$ cat src/rtl/hsw_pkg.sv
package hsw_pkg;

    typedef enum logic [2:0] {
        ST_OFF        = 3'd0,
        ST_ON         = 3'd1,
        ST_TIMING     = 3'd2,
        ST_LATCHED    = 3'd3,
        ST_RETRY_WAIT = 3'd4
    } sup_state_e;

    typedef enum logic [1:0] {
        TCMD_CLR   = 2'd0,
        TCMD_LIMIT = 2'd1,
        TCMD_CYCLE = 2'd2
    } tmr_cmd_e;

    typedef struct packed {
        logic en;
        logic stby_n;
        logic uvlo;
        logic ov;
        logic ot;
    } rail_stat_t;

    function automatic logic rail_blocked(rail_stat_t s);
        return !s.en || !s.stby_n || s.uvlo || s.ov || s.ot;
    endfunction

    function automatic logic short_cond(rail_stat_t s, logic leak);
        return leak && !s.uvlo && s.stby_n && !s.ot && (!s.en || s.ov);
    endfunction

    function automatic logic gate_driven(sup_state_e st);
        return (st == ST_ON) || (st == ST_TIMING);
    endfunction

    function automatic logic fault_held(sup_state_e st);
        return (st == ST_LATCHED) || (st == ST_RETRY_WAIT);
    endfunction

endpackage

$ cat src/rtl/hsw_fault_timer.sv
module hsw_fault_timer
    import hsw_pkg::*;
#(
    parameter int TMR_W = 8
) (
    input  logic             clk,
    input  logic             rst,
    input  tmr_cmd_e         cmd_i,
    input  logic             ilim_i,
    input  logic [TMR_W-1:0] term_i,
    output logic             expire_o,
    output logic             above_one_o,
    output logic             cycle_end_o
);

    localparam logic [TMR_W-1:0] ONE   = TMR_W'(1);
    localparam logic [TMR_W-1:0] ZERO  = '0;
    localparam logic [TMR_W:0]   ONE_X = (TMR_W + 1)'(1);

    logic [TMR_W-1:0] cnt_q;
    logic             down_q;
    logic [TMR_W-1:0] term_eff;
    logic [TMR_W:0]   cnt_inc;

    assign term_eff    = (term_i == ZERO) ? ONE : term_i;
    assign cnt_inc     = {1'b0, cnt_q} + ONE_X;
    assign expire_o    = ilim_i && (cnt_inc >= {1'b0, term_eff});
    assign above_one_o = cnt_q > ONE;
    assign cycle_end_o = down_q && (cnt_q == ONE);

    always_ff @(posedge clk) begin
        if (rst) begin
            cnt_q  <= ZERO;
            down_q <= 1'b0;
        end else begin
            case (cmd_i)
                TCMD_LIMIT: begin
                    down_q <= 1'b0;
                    if (ilim_i)
                        cnt_q <= cnt_q + ONE;
                    else if (cnt_q != ZERO)
                        cnt_q <= cnt_q - ONE;
                end
                TCMD_CYCLE: begin
                    if (!down_q) begin
                        cnt_q <= cnt_q + ONE;
                        if (cnt_inc == {1'b0, term_eff})
                            down_q <= 1'b1;
                    end else begin
                        cnt_q <= cnt_q - ONE;
                        if (cnt_q == ONE)
                            down_q <= 1'b0;
                    end
                end
                default: begin
                    cnt_q  <= ZERO;
                    down_q <= 1'b0;
                end
            endcase
        end
    end


    step_by_one_chk: assert property (@(posedge clk) disable iff (rst)
        ($past(cmd_i) != TCMD_CLR) |->
            ((cnt_q == $past(cnt_q) + ONE) || (cnt_q == $past(cnt_q) - ONE) ||
             (cnt_q == $past(cnt_q))));

endmodule

$ cat src/rtl/hsw_short_detect.sv
module hsw_short_detect
    import hsw_pkg::*;
(
    input  logic       clk,
    input  logic       rst,
    input  rail_stat_t stat_i,
    input  logic       leak_i,
    output logic       short_o
);

    logic short_q;

    always_ff @(posedge clk) begin
        if (rst)
            short_q <= 1'b0;
        else
            short_q <= short_cond(stat_i, leak_i);
    end

    assign short_o = short_q;


    short_needs_leak_chk: assert property (@(posedge clk) disable iff (rst)
        short_q |-> $past(leak_i));


    short_quiet_standby_chk: assert property (@(posedge clk) disable iff (rst)
        !$past(stat_i.stby_n) |-> !short_q);

endmodule

$ cat src/rtl/hsw_ctrl_fsm.sv
module hsw_ctrl_fsm
    import hsw_pkg::*;
#(
    parameter int RETRY_CYCLES = 16
) (
    input  logic       clk,
    input  logic       rst,
    input  rail_stat_t stat_i,
    input  logic       ilim_i,
    input  logic       latch_mode_i,
    input  logic       expire_i,
    input  logic       above_one_i,
    input  logic       cycle_end_i,
    output tmr_cmd_e   cmd_o,
    output sup_state_e state_o
);

    localparam int RC_W = (RETRY_CYCLES > 1) ? $clog2(RETRY_CYCLES) : 1;
    localparam logic [RC_W-1:0] RC_LAST = RC_W'(RETRY_CYCLES - 1);
    localparam logic [RC_W-1:0] RC_ONE  = RC_W'(1);

    sup_state_e      state_q, state_d;
    logic [RC_W-1:0] rcnt_q, rcnt_d;
    logic            blocked;

    assign blocked = rail_blocked(stat_i);

    always_comb begin
        state_d = state_q;
        rcnt_d  = rcnt_q;
        cmd_o   = TCMD_CLR;
        case (state_q)
            ST_OFF: begin
                if (!blocked)
                    state_d = ST_ON;
            end
            ST_ON, ST_TIMING: begin
                if (blocked) begin
                    state_d = ST_OFF;
                end else if (expire_i) begin
                    state_d = latch_mode_i ? ST_LATCHED : ST_RETRY_WAIT;
                    rcnt_d  = '0;
                end else begin
                    cmd_o   = TCMD_LIMIT;
                    state_d = (ilim_i || above_one_i) ? ST_TIMING : ST_ON;
                end
            end
            ST_LATCHED: begin
                if (!stat_i.en || !stat_i.stby_n || stat_i.uvlo)
                    state_d = ST_OFF;
            end
            ST_RETRY_WAIT: begin
                if (blocked) begin
                    state_d = ST_OFF;
                    rcnt_d  = '0;
                end else begin
                    cmd_o = TCMD_CYCLE;
                    if (cycle_end_i) begin
                        if (rcnt_q == RC_LAST) begin
                            state_d = ST_ON;
                            rcnt_d  = '0;
                        end else begin
                            rcnt_d = rcnt_q + RC_ONE;
                        end
                    end
                end
            end
            default: state_d = ST_OFF;
        endcase
    end

    always_ff @(posedge clk) begin
        if (rst) begin
            state_q <= ST_OFF;
            rcnt_q  <= '0;
        end else begin
            state_q <= state_d;
            rcnt_q  <= rcnt_d;
        end
    end

    assign state_o = state_q;


    gate_drop_chk: assert property (@(posedge clk) disable iff (rst)
        (gate_driven(state_q) && rail_blocked(stat_i)) |=> (state_q == ST_OFF));


    latch_hold_chk: assert property (@(posedge clk) disable iff (rst)
        (state_q == ST_LATCHED && stat_i.en && stat_i.stby_n && !stat_i.uvlo)
            |=> (state_q == ST_LATCHED));


    retry_count_chk: assert property (@(posedge clk) disable iff (rst)
        (rcnt_q != $past(rcnt_q)) |-> ($past(state_q) == ST_RETRY_WAIT));

endmodule

$ cat src/rtl/hotswap_supervisor.sv
module hotswap_supervisor
    import hsw_pkg::*;
#(
    parameter int TMR_W        = 8,
    parameter int RETRY_CYCLES = 16
) (
    input  logic             clk,
    input  logic             rst,
    input  logic             en_i,
    input  logic             stby_n_i,
    input  logic             uvlo_i,
    input  logic             ov_i,
    input  logic             ot_i,
    input  logic             ilim_i,
    input  logic             latch_mode_i,
    input  logic             leak_i,
    input  logic [TMR_W-1:0] timer_term_i,
    output logic             gate_on_o,
    output logic             pd_strong_o,
    output logic             fault_n_o,
    output logic             fault_oe_o,
    output logic             short_n_o,
    output logic             short_oe_o
);

    rail_stat_t stat;
    tmr_cmd_e   tmr_cmd;
    sup_state_e state;
    logic       expire, above_one, cycle_end, short_q;

    assign stat = '{en: en_i, stby_n: stby_n_i, uvlo: uvlo_i, ov: ov_i, ot: ot_i};

    hsw_fault_timer #(.TMR_W(TMR_W)) timer_i (
        .clk        (clk),
        .rst        (rst),
        .cmd_i      (tmr_cmd),
        .ilim_i     (ilim_i),
        .term_i     (timer_term_i),
        .expire_o   (expire),
        .above_one_o(above_one),
        .cycle_end_o(cycle_end)
    );

    hsw_ctrl_fsm #(.RETRY_CYCLES(RETRY_CYCLES)) fsm_i (
        .clk         (clk),
        .rst         (rst),
        .stat_i      (stat),
        .ilim_i      (ilim_i),
        .latch_mode_i(latch_mode_i),
        .expire_i    (expire),
        .above_one_i (above_one),
        .cycle_end_i (cycle_end),
        .cmd_o       (tmr_cmd),
        .state_o     (state)
    );

    hsw_short_detect short_i (
        .clk    (clk),
        .rst    (rst),
        .stat_i (stat),
        .leak_i (leak_i),
        .short_o(short_q)
    );

    assign gate_on_o   = gate_driven(state);
    assign pd_strong_o = !gate_on_o && stby_n_i;
    assign fault_oe_o  = fault_held(state) && stby_n_i;
    assign fault_n_o   = !fault_oe_o;
    assign short_oe_o  = short_q && stby_n_i;
    assign short_n_o   = !short_oe_o;


    flag_gate_excl_chk: assert property (@(posedge clk) disable iff (rst)
        fault_oe_o |-> !gate_on_o);


    standby_quiet_chk: assert property (@(posedge clk) disable iff (rst)
        !stby_n_i |-> (!fault_oe_o && !short_oe_o && !pd_strong_o));

endmodule

$ cat config.mk
export PLATFORM = sky130hd
export DESIGN_NAME = hotswap_supervisor
export DESIGN_NICKNAME = d
export VERILOG_FILES = /design/src/rtl/hsw_pkg.sv /design/src/rtl/hsw_fault_timer.sv /design/src/rtl/hsw_short_detect.sv /design/src/rtl/hsw_ctrl_fsm.sv /design/src/rtl/hotswap_supervisor.sv
export SDC_FILE = /design/constraint.sdc
export NUM_CORES = 1
export LEC_CHECK = 0
export ABC_AREA = 0
export ABC_CLOCK_PERIOD_IN_PS = 8300
export BUFFER_PORTS_ARGS = -buffer_cell sky130_fd_sc_hd__buf_2
export CAP_MARGIN = 30
export CORE_AREA = 2 2 43 74
export CTS_CLUSTER_SIZE = 10
export DETAILED_ROUTE_END_ITERATION = 16
export DIE_AREA = 0 0 45 76
export PLACE_DENSITY = 0.77
export SKIP_CTS_REPAIR_TIMING = 1
export SLEW_MARGIN = 20
export SYNTH_ARGS = -nofsm -noshare
export SYNTH_HDL_FRONTEND = slang
export SYNTH_SLANG_ARGS = --single-unit
$ cat constraint.sdc
create_clock -name clk -period 8.3 [get_ports clk]
set_clock_uncertainty 0.2 [all_clocks]
set_input_delay 0 -clock clk [delete_from_list [all_inputs] [get_ports clk]]
set_output_delay 0 -clock clk [all_outputs]
set_load 0.05 [all_outputs]
==> results of run 1 <==
## critical path: stages, from the launching register on
cell	delay (ps)
dfxtp_1	540
ha_1	290
nand3_1	110
xnor2_1	260
ha_1	300
a21o_1	190
a31oi_1	260
o211ai_1	190
nand2_1	120
and2_1	140
ha_1	190
nand2_1	60
o21ai_1	360
inv_1	130
a2111oi_0	470
a21oi_1	80
nor2_1	90
## power by group
part	internal (uW)	switching, uW
registers	81.7	0.258
logic	8.40	11.1
clock network	33.5	32.1
total	124	43.4
## layout make-up
type                       instances  area (sq um)  area share (%)
multi-input combinational        174          1150            63.8
sequential                        17           340            18.9
timing repair buffer              28           165            9.19
inverter                          17          63.8            3.55
clock buffer                       3          41.3            2.30
tap                               28          35.0            1.95
clock inverter                     1          5.00           0.278
## layer usage
metal	GRT usage [%]	wire (um)	part of all wire, %
met4	14.4	126	3.1
met2	46.0	2290	56
met5	0	0	0
met1	25.9	1570	38
met3	2.61	106	2.6
## Yosys cell counts, drive strengths merged (5+ instances only)
master,number
nand2,24
xor2,6
clkbuf,5
nand4,5
a22oi,6
ha,15
nand3,10
buf,6
xnor2,5
inv,17
dfxtp,17
nor3,9
nand2b,6
nor2,21
a21oi,11
o21ai,11
## sequential cells by signal, indices dropped and copies added, names as in the netlist
signal           flops
timer_i.cnt_q        8
fsm_i.rcnt_q         4
fsm_i.state_o        3
short_i.short_o      1
timer_i.down_q       1
## worst max path at each step
stage | startpoint | endpoint | slack (ps)
after floorplan | timer_i.cnt_q[0] | timer_i.cnt_q[3] | 4810
after global placement | timer_i.cnt_q[3] | timer_i.cnt_q[1] | 4350
after detailed placement | timer_i.cnt_q[0] | timer_i.cnt_q[1] | 4310
after CTS | timer_i.cnt_q[0] | timer_i.cnt_q[1] | 4280
after global routing | timer_i.cnt_q[0] | timer_i.cnt_q[1] | 3950
final | timer_i.cnt_q[0] | timer_i.cnt_q[1] | 4260
## per-stage QoR
step	utilization (%)	hold slack, ps	cell area, sq um	total power [uW]
finish	62.8	69.2	1800	167
global route	62.8	88.2	1800	174
CTS	61.1	-255	1750	166
detailed placement	59.4	18.3	1700	101
global placement	59.4	13.4	1700	101
floorplan	-	-122	1610	94.0
## cells by family (layout without fill, tap and decap cells)
group / after synthesis / in the layout / synth area share [%]
flops: 17 / 17 / 21.2
simple gates: 96 / 96 / 31.6
xor+xnor: 11 / 11 / 5.99
compound gates: 52 / 52 / 22.1
fa+ha+maj: 15 / 15 / 11.7
buf+inv: 28 / 49 / 7.47
==> results summary, run 1 <==
The run finished with clean final reports. In the layout the commonest cells are nand2_1, buf_2, nor2_1. By area the synthesized netlist is led by dfxtp_1, ha_1, nand2_1. The total count of max-transition violations in the final report is 0.

The overall die area came out at 3420 sq um. TritonCTS built the clock tree. The final period utilization came out at 48.7%. The number of max-capacitance violations reported came out at 0. The average instance area after synthesis is 7.34 sq um. The critical path is of the reg2reg type. Counting along the longest clock path gives a buffer depth of 2. The number of DRC violations after detailed routing came out at 0. The classification of the worst-slack hold path is in2reg. The number of DRC violations after detailed-routing iteration 0 is 48. After filler insertion, the fill cell instance count of the layout stands at 284. The number of hold violations in the final report is 0. The reg-to-reg setup timing slack is 4260 ps. The placed wire-length estimate came out at 3180 um. The biggest fanout along the worst timing path is 11. The worst hold path was traced through 5 stages.

The setup violation total in the final timing report is 0. The peak supply drop is 0.0989 mV. In this run, CTS created clock tree buffers numbering 3. The congestion estimate from routability-driven global placement came to 0.939. The startpoint of the worst register-to-register path is timer_i.cnt_q[0]. The post-synthesis sequential area ratio came out at 21.2%.

The pre-CTS setup slack is 4310 ps. The overall overflow remaining after global route is 0. The worst register-to-register path ends at timer_i.cnt_q[1]. Among all flip-flop cells after synthesis, the most frequent one is dfxtp_1.

In the post-route analysis, the smallest setup slack over all paths is approximately 4300 ps. The number of instances in the placed design came out at 259. The clock latency on the worst-skew pair is between 200 and 300 ps. Leaving out fill and tap cells, the most frequent cell in the layout is nand2_1. The worst setup path is launched from a flop. The count of nets left with antenna violations once routing finished came out at 0.

The distinct cell type count after synthesis came out at 44. From synthesis to final layout, the design area changed by 11.8%. The flip-flop and latch count after synthesis is 17. The pin count of the biggest net entering global routing came out at 15. The highest attainable clock frequency came out at ~0.25 GHz. Clock-pin slew was measured on the worst setup and hold paths at 70 ps. The number of synthesized flops with an enable pin came out at 0. The via count of the first global-routing pass came out at ~1500. The sink count of the clock tree is 17. The initial utilization of the core area, before any placement, comes to 56.2%. The number of cell rows came out at 26. The die boundary height came out at 76 um. The level count of the clock H-tree is 1.

The beginning of the worst hold path is ilim_i. The number of vias per cell after detailed routing came out at 6.06. The shortest clock period the worst path allows after layout is 4040 ps. Clock tree synthesis selected as its root buffer the cell clkbuf_8.

The slew at the pin closest to its max-slew limit came out at roughly 660 ps. The detailed-route wire length per cell came out at 15.3 um. 0 antenna diodes ended up in the layout. The post-synth net total came out at 252. The proportion of register bits with asynchronous set or reset after synthesis came out at 0%. The final-layout setup total negative slack came out at 0 ps. STA classifies the critical path endpoint as a flop. The biggest area consumer among synthesized cells is dfxtp_1.

The via count of the routed design is between 1500 and 2000. At the end of the flow, the number of nets in the layout was 274. The global-route wire length before repair is 6610 um. The synthesized design devotes to its leading area cell type between 20% and 30% of total area. The number of input and output port buffers inserted is 23. In this run the cell area of the synthesized design comes to 1610 sq um. The area inside the core boundary is around 2900 sq um. After the flow finishes, the layout carries non-filler instances totaling 268. The ratio of cells with drive above 1 in the final layout is 15.0%. Dividing total power by cell area gives a power density of 92.9 nW/um^2. For this run, the number of Yosys warnings is 0.

Data on the critical path is required at its endpoint by 8310 ps. Across every metal layer, demand over resource in global routing totals roughly 25%. The data arrival at the endpoint of the critical path is 4050 ps. The chip width is around 45 um.

The initial antenna violation count came out at 0. The length in cells of the worst reg-to-reg path is 16. Setup repair after global routing left no endpoint under its margin. The overall routed net length came out at 4100 um. The relative max-transition margin came out at 56.0%. The detailed-routing iteration count for the pre-antenna-repair pass is 4. Pin placement for this block handled 24 I/O pins. The end of the worst hold path is fsm_i.state_o[0].

Summed over all cells, the static leakage comes to around 0.00079 uW. Synthesis produced 219 cells.
Note: power is estimated with default switching activity, not from simulation.
==> run 2: changes to the inputs <==
--- a/config.mk
+++ b/config.mk
@@ -6,14 +6,14 @@
 export NUM_CORES = 1
 export LEC_CHECK = 0
 export ABC_AREA = 0
-export ABC_CLOCK_PERIOD_IN_PS = 8300
+export ABC_CLOCK_PERIOD_IN_PS = 3270
 export BUFFER_PORTS_ARGS = -buffer_cell sky130_fd_sc_hd__buf_2
 export CAP_MARGIN = 30
-export CORE_AREA = 2 2 43 74
+export CORE_AREA = 2 2 46 80
 export CTS_CLUSTER_SIZE = 10
 export DETAILED_ROUTE_END_ITERATION = 16
-export DIE_AREA = 0 0 45 76
-export PLACE_DENSITY = 0.77
+export DIE_AREA = 0 0 48 82
+export PLACE_DENSITY = 0.7
 export SKIP_CTS_REPAIR_TIMING = 1
 export SLEW_MARGIN = 20
 export SYNTH_ARGS = -nofsm -noshare
==> constraint.sdc (replaced) <==
create_clock -name clk -period 3.27 [get_ports clk]
set_clock_uncertainty 0.2 [all_clocks]
set_input_delay 0 -clock clk [delete_from_list [all_inputs] [get_ports clk]]
set_output_delay 0 -clock clk [all_outputs]
set_load 0.05 [all_outputs]
==> run 2 against run 1 <==
Compared with the run above:
- the run now ends with negative hold slack, negative setup slack left
- combinational power rose to 3.0 times the previous value
- worst setup slack worse by 4300 ps
- sequential cell count unchanged
- global-route usage down 1.0 points
- via count up 13%
- power rose to 2.6 times the previous value
- cell area up 29%
- hold slack worse by 120 ps
- register-to-register slack worse by 4300 ps
- largest cell class unchanged
==> results summary, run 2 (synthesis results as in run 1) <==
The level count of the clock H-tree came to 1 (unchanged). The shortest clock period the worst path allows after layout came out at 3310 ps (-734 ps). The cell-internal power is 318 uW (+160%). The overall die area was 3940 sq um (+15%). The worst setup path is captured at a flop. TritonCTS built the clock tree. The number of DRC violations after detailed routing is 0 (unchanged). The remaining antenna violation count after routing is 0 (unchanged). The length in cells of the worst reg-to-reg path is 16 (unchanged). The final hold slack is -54.3 ps (-123 ps).

The number of primary I/O pins came to 24 (unchanged). The global routing usage summed across all routing layers came out at 24.4% (-1.0 points). The required time of the worst setup path came out at 3260 ps (-5050 ps). The depth of the worst hold-timing path is 5 (unchanged). The number of input and output port buffers inserted is 23 (unchanged). The data arrival at the endpoint of the critical path was 3300 ps (-750 ps). The number of DRC violations after detailed-routing iteration 0 came to 59 (+23%). The maximum clock insertion buffer count was 2 (unchanged).

The initial antenna violation count was 0 (unchanged). The overall routed net length is 4950 um (+21%). The clock latency on the worst-skew pair is 270 ps (about the same).

The portion of total power attributed to the clock network came out at 39.0% (-0.3 points). The setup violation total in the final timing report came out at 1 (+1). The switching share of power is 26.9% (+0.87 points). The area inside the core boundary is 3330 sq um (+16%). Leaving out fill and tap cells, the most frequent cell in the layout is buf_4.

The switching component of the power is 117 uW (+170%). The kind of start point of the critical path is a flop. The peak supply drop came out at 0.221 mV (+120%).

The worst register-to-register path begins at timer_i.cnt_q[1]. The overall overflow remaining after global route came out at 0 (unchanged). The antenna diode count is 0 (unchanged). The number of flip-flops in the largest register is 8 (unchanged). The detailed-routing iteration count for the pre-antenna-repair pass came out at 4 (unchanged).

The cell area power density came to 187 nW/um^2 (+100%). The clock-pin slew reported for the worst setup and hold paths after clock tree synthesis came to 70 ps (about the same). The total CTS buffers was 3 (unchanged).

The combinational share of power came out at 13.6% (+1.9 points). The worst hold path begins at en_i. The detailed-route wire length per cell is 15.5 um (+1.2%). The relative max-transition margin came out at 72.1% (+16 points).

The via count of the routed design came to 1832 (+13%). The ratio of cells with drive above 1 in the final layout is 37.8% (+23 points). The placed wire-length estimate is 3490 um (+9.8%). The sink count of the clock tree came out at 17 (unchanged).

The leakage component of the power came out at 0.000988 uW (+25%). The global placer's final weighted congestion came out at 0.881 (-6.1%). The via count of the first global-routing pass is 1667 (+11%). The highest attainable clock frequency is 0.302 GHz (+22%).

The number of max-capacitance violations reported came to 0 (unchanged). Clock tree synthesis selected as its root buffer the cell clkbuf_8. Relative to the synthesized area, the layout overhead comes to 44.4%.

The number of hold violations in the final report is 2 (+2). The classification of the worst-slack hold path is in2reg. The run finished, with violations left. The final reports fail on negative hold slack, negative setup slack. The chip width came out at 48 um (+6.7%). Setup repair after global routing could not meet its margin everywhere. The share of total power in sequential cells is 47.4% (-1.7 points).

The pin count of the biggest net entering global routing came out at 15 (unchanged). The die boundary height came out at 82 um (+7.9%). The category of the most critical setup path is reg2reg. The global-route wire length before repair came to 7020 um (+6.2%).

The final total power is 435 uW (+160%). In the layout the commonest cells are buf_4, buf_2, nand2_1. The number of cell rows is 28 (+7.7%).

The biggest fanout along the worst timing path came out at 5 (-6). The total number of nets in the final design came out at 309 (+13%). In this run the worst setup path begins at timer_i.cnt_q[1]. The least setup slack across all paths after layout is -40.3 ps (-4300 ps). The register with the most flip-flops is timer_i.cnt_q. The number of vias per cell after detailed routing was 5.73 (-5.5%). The final period utilization came out at 101% (+53 points).

The initial core utilization is 48.3% (-7.9 points). The total count of max-transition violations in the final report is 0 (unchanged). The slew at the pin closest to its max-slew limit is 414 ps (-242 ps).
[run 2: worst max-delay path: stages (launching register included)]
cell and delay, ps:
dfxtp_4 370, ha_4 190, xor2_2 160, ha_1 330, nand2_1 80, o21ai_2 180
a31oi_4 110, o211ai_1 230, nand2_1 110, and2_4 160, ha_4 160, nor2b_4 130
and3_4 150, buf_6 120, a2111oi_4 310, a21oi_1 90, nor2_1 140
[run 2: final cells by class]
type | count | area, sq um
well taps | 45 | 56.3
flip-flops and latches | 17 | 348
fillers | 275 | 1010
clock buffers | 3 | 41.3
multi-input cells | 174 | 1370
clock inverters | 1 | 5.00
repair buffers | 63 | 440
inverters | 17 | 63.8
[run 2: stage by stage]
step | util [%] | TNS, ps | setup slack (ps) | instance area, sq um | cells
global placement | 57.2 | -270 | -152 | 1900 | 300
detailed placement | 57.2 | -724 | -230 | 1900 | 300
finish | 69.8 | -40.3 | -40.3 | 2320 | 320
global route | 69.8 | -515 | -159 | 2320 | 320
floorplan | - | -13.0 | -13.0 | 1630 | 219
CTS | 58.6 | -1040 | -285 | 1950 | 304
[run 2: power by group through the flow]
stage	Combinational, uW	Clock [uW]	Sequential [uW]
floorplan	26.3	0	212
global placement	47.8	0	213
detailed placement	48.1	0	213
CTS	48.3	169	208
global route	65.2	181	206
finish	59.3	170	206
[run 2: path summary, 6_finish.rpt]
check	to	slack (ps)
setup / recovery	timer_i.cnt_q[1]	-40
hold / removal	fsm_i.state_o[1]	-50
setup reg to reg	timer_i.cnt_q[1]	-40
hold reg to reg	fsm_i.rcnt_q[0]	320
[run 2: per-layer routing]
metal | track usage (%) | share of wire [%]
met1 | 23.6 | 35
met2 | 47.6 | 58
met3 | 3.08 | 3.5
met4 | 9.19 | 3.4
met5 | 0 | 0
